$ cat config.mk
export PLATFORM = sky130hd
export DESIGN_NAME = gd_sequencer
export DESIGN_NICKNAME = d
export VERILOG_FILES = /design/src/rtl/gd_pkg.sv /design/src/rtl/gd_sync.sv /design/src/rtl/gd_offtimer.sv /design/src/rtl/gd_fsm.sv /design/src/rtl/gd_sequencer.sv
export SDC_FILE = /design/constraint.sdc
export NUM_CORES = 1
export LEC_CHECK = 0
export ABC_CLOCK_PERIOD_IN_PS = 1900
export BUFFER_PORTS_ARGS = -buffer_cell sky130_fd_sc_hd__buf_2
export CORE_UTILIZATION = 52
export CTS_CLUSTER_DIAMETER = 120
export DETAILED_ROUTE_END_ITERATION = 8
export GPL_TIMING_DRIVEN = 1
export PLACE_DENSITY_LB_ADDON = 0.1
export SLEW_MARGIN = 20
export SYNTH_ARGS = -nofsm -noshare
export SYNTH_HDL_FRONTEND = slang
export SYNTH_SLANG_ARGS = --single-unit
export TNS_END_PERCENT = 10
$ cat constraint.sdc
create_clock -name clk -period 1.9 [get_ports clk]
set_input_delay 0.095 -clock clk [delete_from_list [all_inputs] [get_ports clk]]
set_output_delay 0.095 -clock clk [all_outputs]
set_load 0.02 [all_outputs]
$ cat src/rtl/gd_pkg.sv
package gd_pkg;

   typedef enum logic [2:0] {
      ST_IDLE,
      ST_WAIT_HI,
      ST_HI_ON,
      ST_WAIT_LO,
      ST_LO_ON,
      ST_LO_HOLD,
      ST_TRIP
   } gd_state_e;

endpackage

$ cat src/rtl/gd_sync.sv
module gd_sync #(
   parameter int WIDTH  = 4,
   parameter int STAGES = 2
) (
   input  logic             clk,
   input  logic             rst_n,
   input  logic [WIDTH-1:0] d,
   output logic [WIDTH-1:0] q
);
   logic [WIDTH-1:0] chain [STAGES];

   if (STAGES < 2) begin : g_bad_stages
      $error("gd_sync: STAGES must be at least 2");
   end

   always_ff @(posedge clk or negedge rst_n) begin
      if (!rst_n) chain[0] <= '0;
      else        chain[0] <= d;
   end

   for (genvar i = 1; i < STAGES; i++) begin : g_stage
      always_ff @(posedge clk or negedge rst_n) begin
         if (!rst_n) chain[i] <= '0;
         else        chain[i] <= chain[i-1];
      end
   end

   assign q = chain[STAGES-1];
endmodule

$ cat src/rtl/gd_offtimer.sv
module gd_offtimer #(
   parameter int MIN_OFF = 16
) (
   input  logic clk,
   input  logic rst_n,
   input  logic load,
   output logic done
);
   localparam int CW = $clog2(MIN_OFF + 1);
   localparam logic [CW-1:0] RELOAD = CW'(MIN_OFF - 1);

   logic [CW-1:0] cnt;

   if (MIN_OFF < 1) begin : g_bad_min
      $error("gd_offtimer: MIN_OFF must be at least 1");
   end

   always_ff @(posedge clk or negedge rst_n) begin
      if (!rst_n)          cnt <= '0;
      else if (load)       cnt <= RELOAD;
      else if (cnt != '0)  cnt <= cnt - 1'b1;
   end

   assign done = (cnt == '0);
endmodule

$ cat src/rtl/gd_fsm.sv
module gd_fsm
   import gd_pkg::*;
#(
   parameter int MIN_OFF   = 16,
   parameter bit DIODE_EMU = 1'b1
) (
   input  logic clk,
   input  logic rst_n,
   input  logic pwm_s,
   input  logic zc_s,
   input  logic lc_s,
   input  logic hc_s,
   input  logic ccm_i,
   input  logic ot_i,
   input  logic off_done,
   output logic off_load,
   output logic hi_en,
   output logic lo_en,
   output logic active
);
   localparam int RW = $clog2(MIN_OFF + 1);
   localparam logic [RW-1:0] RUN_MAX = RW'(MIN_OFF);

   gd_state_e state, nxt;
   logic      zc_cut;

   if (DIODE_EMU) begin : g_demu
      assign zc_cut = !ccm_i && zc_s;
   end else begin : g_ccm_only
      assign zc_cut = 1'b0;
   end

   always_comb begin
      nxt = state;
      if (ot_i) begin
         nxt = ST_TRIP;
      end else begin
         unique case (state)
            ST_IDLE:    nxt = pwm_s ? ST_WAIT_HI : ST_WAIT_LO;
            ST_WAIT_HI: if (!pwm_s)                nxt = ST_WAIT_LO;
                        else if (lc_s && off_done) nxt = ST_HI_ON;
            ST_HI_ON:   if (!pwm_s)                nxt = ST_WAIT_LO;
            ST_WAIT_LO: if (pwm_s)                 nxt = ST_WAIT_HI;
                        else if (hc_s)             nxt = ST_LO_ON;
            ST_LO_ON:   if (pwm_s)                 nxt = ST_WAIT_HI;
                        else if (zc_cut)           nxt = ST_LO_HOLD;
            ST_LO_HOLD: if (pwm_s)                 nxt = ST_WAIT_HI;
            ST_TRIP:                               nxt = ST_IDLE;
            default:                               nxt = ST_IDLE;
         endcase
      end
   end

   always_ff @(posedge clk or negedge rst_n) begin
      if (!rst_n) begin
         state  <= ST_IDLE;
         active <= 1'b0;
      end else begin
         state  <= nxt;
         active <= (nxt != ST_TRIP);
      end
   end

   assign off_load = (state == ST_HI_ON) && (nxt != ST_HI_ON);
   assign hi_en    = (state == ST_HI_ON);
   assign lo_en    = (state == ST_LO_ON);

   // Length of the current low run of the high-side enable, saturating
   logic [RW-1:0] low_run;
   always_ff @(posedge clk or negedge rst_n) begin
      if (!rst_n)              low_run <= RUN_MAX;
      else if (hi_en)          low_run <= '0;
      else if (low_run != RUN_MAX) low_run <= low_run + 1'b1;
   end

   p_no_overlap_r3: assert property (@(posedge clk) disable iff (!rst_n)
      !(hi_en && lo_en));

   p_hi_waits_lc_r1: assert property (@(posedge clk) disable iff (!rst_n)
      $rose(hi_en) |-> $past(lc_s));

   p_lo_waits_hc_r2: assert property (@(posedge clk) disable iff (!rst_n)
      $rose(lo_en) |-> $past(hc_s));

   p_min_off_r6: assert property (@(posedge clk) disable iff (!rst_n)
      $rose(hi_en) |-> (low_run >= RUN_MAX));

   p_ccm_holds_r5: assert property (@(posedge clk) disable iff (!rst_n)
      (ccm_i && lo_en && !pwm_s && !ot_i) |=> lo_en);

   p_ot_shutdown_r7: assert property (@(posedge clk) disable iff (!rst_n)
      ot_i |=> (!hi_en && !lo_en && !active));
endmodule

$ cat src/rtl/gd_sequencer.sv
module gd_sequencer #(
   parameter int MIN_OFF     = 16,
   parameter int SYNC_STAGES = 2,
   parameter bit DIODE_EMU   = 1'b1
) (
   input  logic clk,
   input  logic rst_n,
   input  logic pwm_i,
   input  logic ccm_force_i,
   input  logic zc_i,
   input  logic lo_clear_i,
   input  logic hi_clear_i,
   input  logic ot_i,
   output logic hi_en_o,
   output logic lo_en_o,
   output logic drv_en_o,
   output logic pgood_o
);
   localparam int NSYNC = 4;

   logic [NSYNC-1:0] raw, synced;
   logic             off_load, off_done, active;

   assign raw = {pwm_i, zc_i, lo_clear_i, hi_clear_i};

   gd_sync #(.WIDTH(NSYNC), .STAGES(SYNC_STAGES)) u_sync (
      .clk   (clk),
      .rst_n (rst_n),
      .d     (raw),
      .q     (synced)
   );

   gd_offtimer #(.MIN_OFF(MIN_OFF)) u_offtimer (
      .clk   (clk),
      .rst_n (rst_n),
      .load  (off_load),
      .done  (off_done)
   );

   gd_fsm #(.MIN_OFF(MIN_OFF), .DIODE_EMU(DIODE_EMU)) u_fsm (
      .clk      (clk),
      .rst_n    (rst_n),
      .pwm_s    (synced[3]),
      .zc_s     (synced[2]),
      .lc_s     (synced[1]),
      .hc_s     (synced[0]),
      .ccm_i    (ccm_force_i),
      .ot_i     (ot_i),
      .off_done (off_done),
      .off_load (off_load),
      .hi_en    (hi_en_o),
      .lo_en    (lo_en_o),
      .active   (active)
   );

   assign drv_en_o = active;
   assign pgood_o  = active;
endmodule

==> flow_summary.json <==
{
  "status": "finished clean",
  "grt_pass1_wl_um": 1900,
  "seq_area_frac_synth_pct": 57.8,
  "total_leakage_power_nw": 0.409,
  "num_vias": 555,
  "path_class": "reg -> reg",
  "dpl.hpwl_um": 866,
  "syn_nets": 76,
  "yosysTopAreaCellShare_pct": 57.8,
  "final_max_slew_viol_count": 0,
  "insertion_delay_ns": 0.29,
  "holdCritPathClass": "in -> async",
  "postSynth.asyncResetShare_pct": 100,
  "cp.required_ns": 2.07,
  "io_buffers": 11,
  "routed_wl_um": 1260,
  "synth_top_cell_by_area": "dfrtp_1",
  "synth_edf_count": 0,
  "gp_congestion": 0.797,
  "avgViaCountPerCell": 5.50,
  "synth_cell_types": 25,
  "syn_area_um2": 736,
  "setup_viol": 0,
  "powerDensity_nw_per_um2": 1020,
  "placedCellCount": 91,
  "crit_fanout": 4,
  "ant_nets": 0,
  "drive_gt1_share_pct": 20.9,
  "first_global_vias": 458,
  "wl_per_cell_um": 12.5,
  "core_um2": 1300,
  "fin_worst_skew_ns": 0.00726,
  "fin_setup_tns_ns": 0,
  "finalCriticalPeriod_ns": 1.58,
  "stdcell_count": 101,
  "root_buffer": "clkbuf_4",
  "dr.pass1.iters": 4,
  "syn_area_per_cell_um2": 11.1,
  "cts.repair.resized": 0,
  "period_share_pct": 83.2,
  "switching_share_pct": 31.2,
  "ir_worst_vdd_mv": 0.631,
  "dieHeight_um": 39.6,
  "die_x_um": 39.6,
  "fmax_mhz": 633,
  "power.internal_mw": 0.621,
  "drc": 0,
  "grt-ovfl-total": 0,
  "synthToLayoutAreaGrowth_pct": 20.9,
  "nets": 97,
  "ys.flop_type": "dfrtp_1",
  "initial_utilization_pct": 56.5,
  "synth.area.top_cells": "dfrtp_1 (58%), o21ai_0 (4.8%), nor3b_1 (4.1%)",
  "seqPwrFrac_pct": 54.7,
  "hold_viol": 0,
  "cts_tree": "done",
  "grt_max_degree": 18,
  "cp-end-kind": "flip-flop",
  "grtUsageTotal_pct": 20.3,
  "grt_antenna_before_repair": 0,
  "cts_made_buffers": 3,
  "htreeDepth": 1,
  "num_io_pins": 12,
  "path_clk_slew_ns": 0.10,
  "synth-seq-cells": 17,
  "n_antenna_cell": 0,
  "syn_inst": 66,
  "cp.arrival_ns": 1.75,
  "row_count": 13,
  "die_area_um2": 1570,
  "startpoint_type": "flip-flop",
  "rsz0062_at_grt": "false",
  "p_clk_share_pct": 20.6,
  "maxCapViolations": 0,
  "cts.sinks": 17,
  "drt_iter0_markers": 8,
  "combPwrFrac_pct": 24.6,
  "ctsLongestPathBuffers": 2,
  "slew_headroom_pct": 66.3,
  "tightest_slew_ns": 0.500,
  "p_sw_mw": 0.282,
  "synth_warnings": 0
}
==> cell type report <==
type                       count  area [um^2]
clock buffer                   3         22.5
timing repair buffer          18          123
fill                         101          412
multi-input combinational     41          273
clock inverter                 1         5.00
inverter                       6         22.5
sequential                    17          425
tap                           15         18.8
==> stage by stage <==
stage	instance area [um^2]	util, %	setup slack [ns]	total power [mW]	hold WS (ns)
floorplan	736	-	0.249	0.649	-0.201
global placement	802	61.6	0.386	0.700	0.0304
detailed placement	802	61.6	0.325	0.715	0.0301
CTS	890	68.4	0.314	0.915	0.234
global route	890	68.4	0.249	0.970	0.263
finish	890	68.4	0.320	0.903	0.235
==> power by group through the flow <==
| stage | Sequential (mW) | Clock (mW) | Combinational, mW |
|---|---|---|---|
| after floorplan | 0.480 | 0 | 0.169 |
| after global routing | 0.499 | 0.212 | 0.259 |
| after global placement | 0.495 | 0 | 0.205 |
| after CTS | 0.493 | 0.194 | 0.229 |
| after detailed placement | 0.499 | 0 | 0.216 |
| final | 0.494 | 0.186 | 0.223 |
==> synth_stat cells (2+ instances only) <==
cell / count
nor2_1: 4
a31oi_1: 2
dfrtp_1: 17
a21oi_1: 2
or3_1: 2
ha_1: 2
buf_4: 2
inv_1: 6
nor3b_1: 4
o21ai_0: 7
nor2b_1: 3
nand2_1: 2
==> cells in the final DEF, fill, tap and decap left out, types with 2 or more instances in the layout <==
cell type and instances:
buf_2 11, a21oi_1 2, o21ai_0 7, nand2_1 2
a31oi_1 2, nor2_1 4, inv_1 6, nor3b_1 4
nor2b_1 3, ha_1 2, dfrtp_1 17, or3_1 2
dlygate4sd3_1 6, clkbuf_4 3
==> sequential cells by signal (all words and copies together) (netlist names) <==
| register | count |
|---|---|
| u_fsm.active | 1 |
| u_fsm.state | 3 |
| u_offtimer.cnt | 5 |
| u_sync.chain | 4 |
| u_sync.q | 4 |
==> path summary, 6_finish.rpt <==
check / startpoint / to / slack [ns] / depth (start not counted)
max: u_offtimer.cnt[0] / u_fsm.state[0] / 0.32 / 5
min in group clk: ccm_force_i / u_fsm.state[0] / 0.24 / 4
max in group asynchronous: rst_n / u_sync.q[3] / 1.39 / 2
min reg2reg: u_sync.chain[6] / u_sync.q[2] / 0.35 / 0
max reg2reg: u_offtimer.cnt[0] / u_fsm.state[0] / 0.32 / 5
min: rst_n / u_offtimer.cnt[4] / 0.24 / 2
==> routing by layer <==
metal	vias up	global-route usage (%)	routed length [um]	part of all wire, %
met5	-	0	0	0
met3	2	8.52	60	4.8
met1	268	22.8	563	45
met4	0	10.3	13	1.0
met2	18	32.4	622	49
li1	267	-	-	-
==> cells by family after synthesis <==
| kind of cell | count (synthesis) | synth area share (%) |
|---|---|---|
| DFF | 17 | 57.8 |
| and+or+nand+nor | 22 | 18.9 |
| xor gates and xnor gates | 1 | 1.19 |
| adders and majority gates | 2 | 3.40 |
| muxes | 1 | 1.53 |
| buffers and inverters | 8 | 5.10 |
| AOI/OAI and AO/OA | 15 | 12.1 |
==> critical path, stage by stage, from the launching register on <==
cell	delay (ns)
dfrtp_1	0.40
inv_1	0.10
ha_1	0.19
or4b_4	0.49
o21ai_0	0.17
a41oi_1	0.12
==> what timing repair did <==
action | 4_1_cts | 5_1_grt
buffers inserted | 0 | 0
hold buffers | 6 | 0
hold endpoints to repair | 23 | 0
No activity file was read; power rests on OpenSTA's default activity.
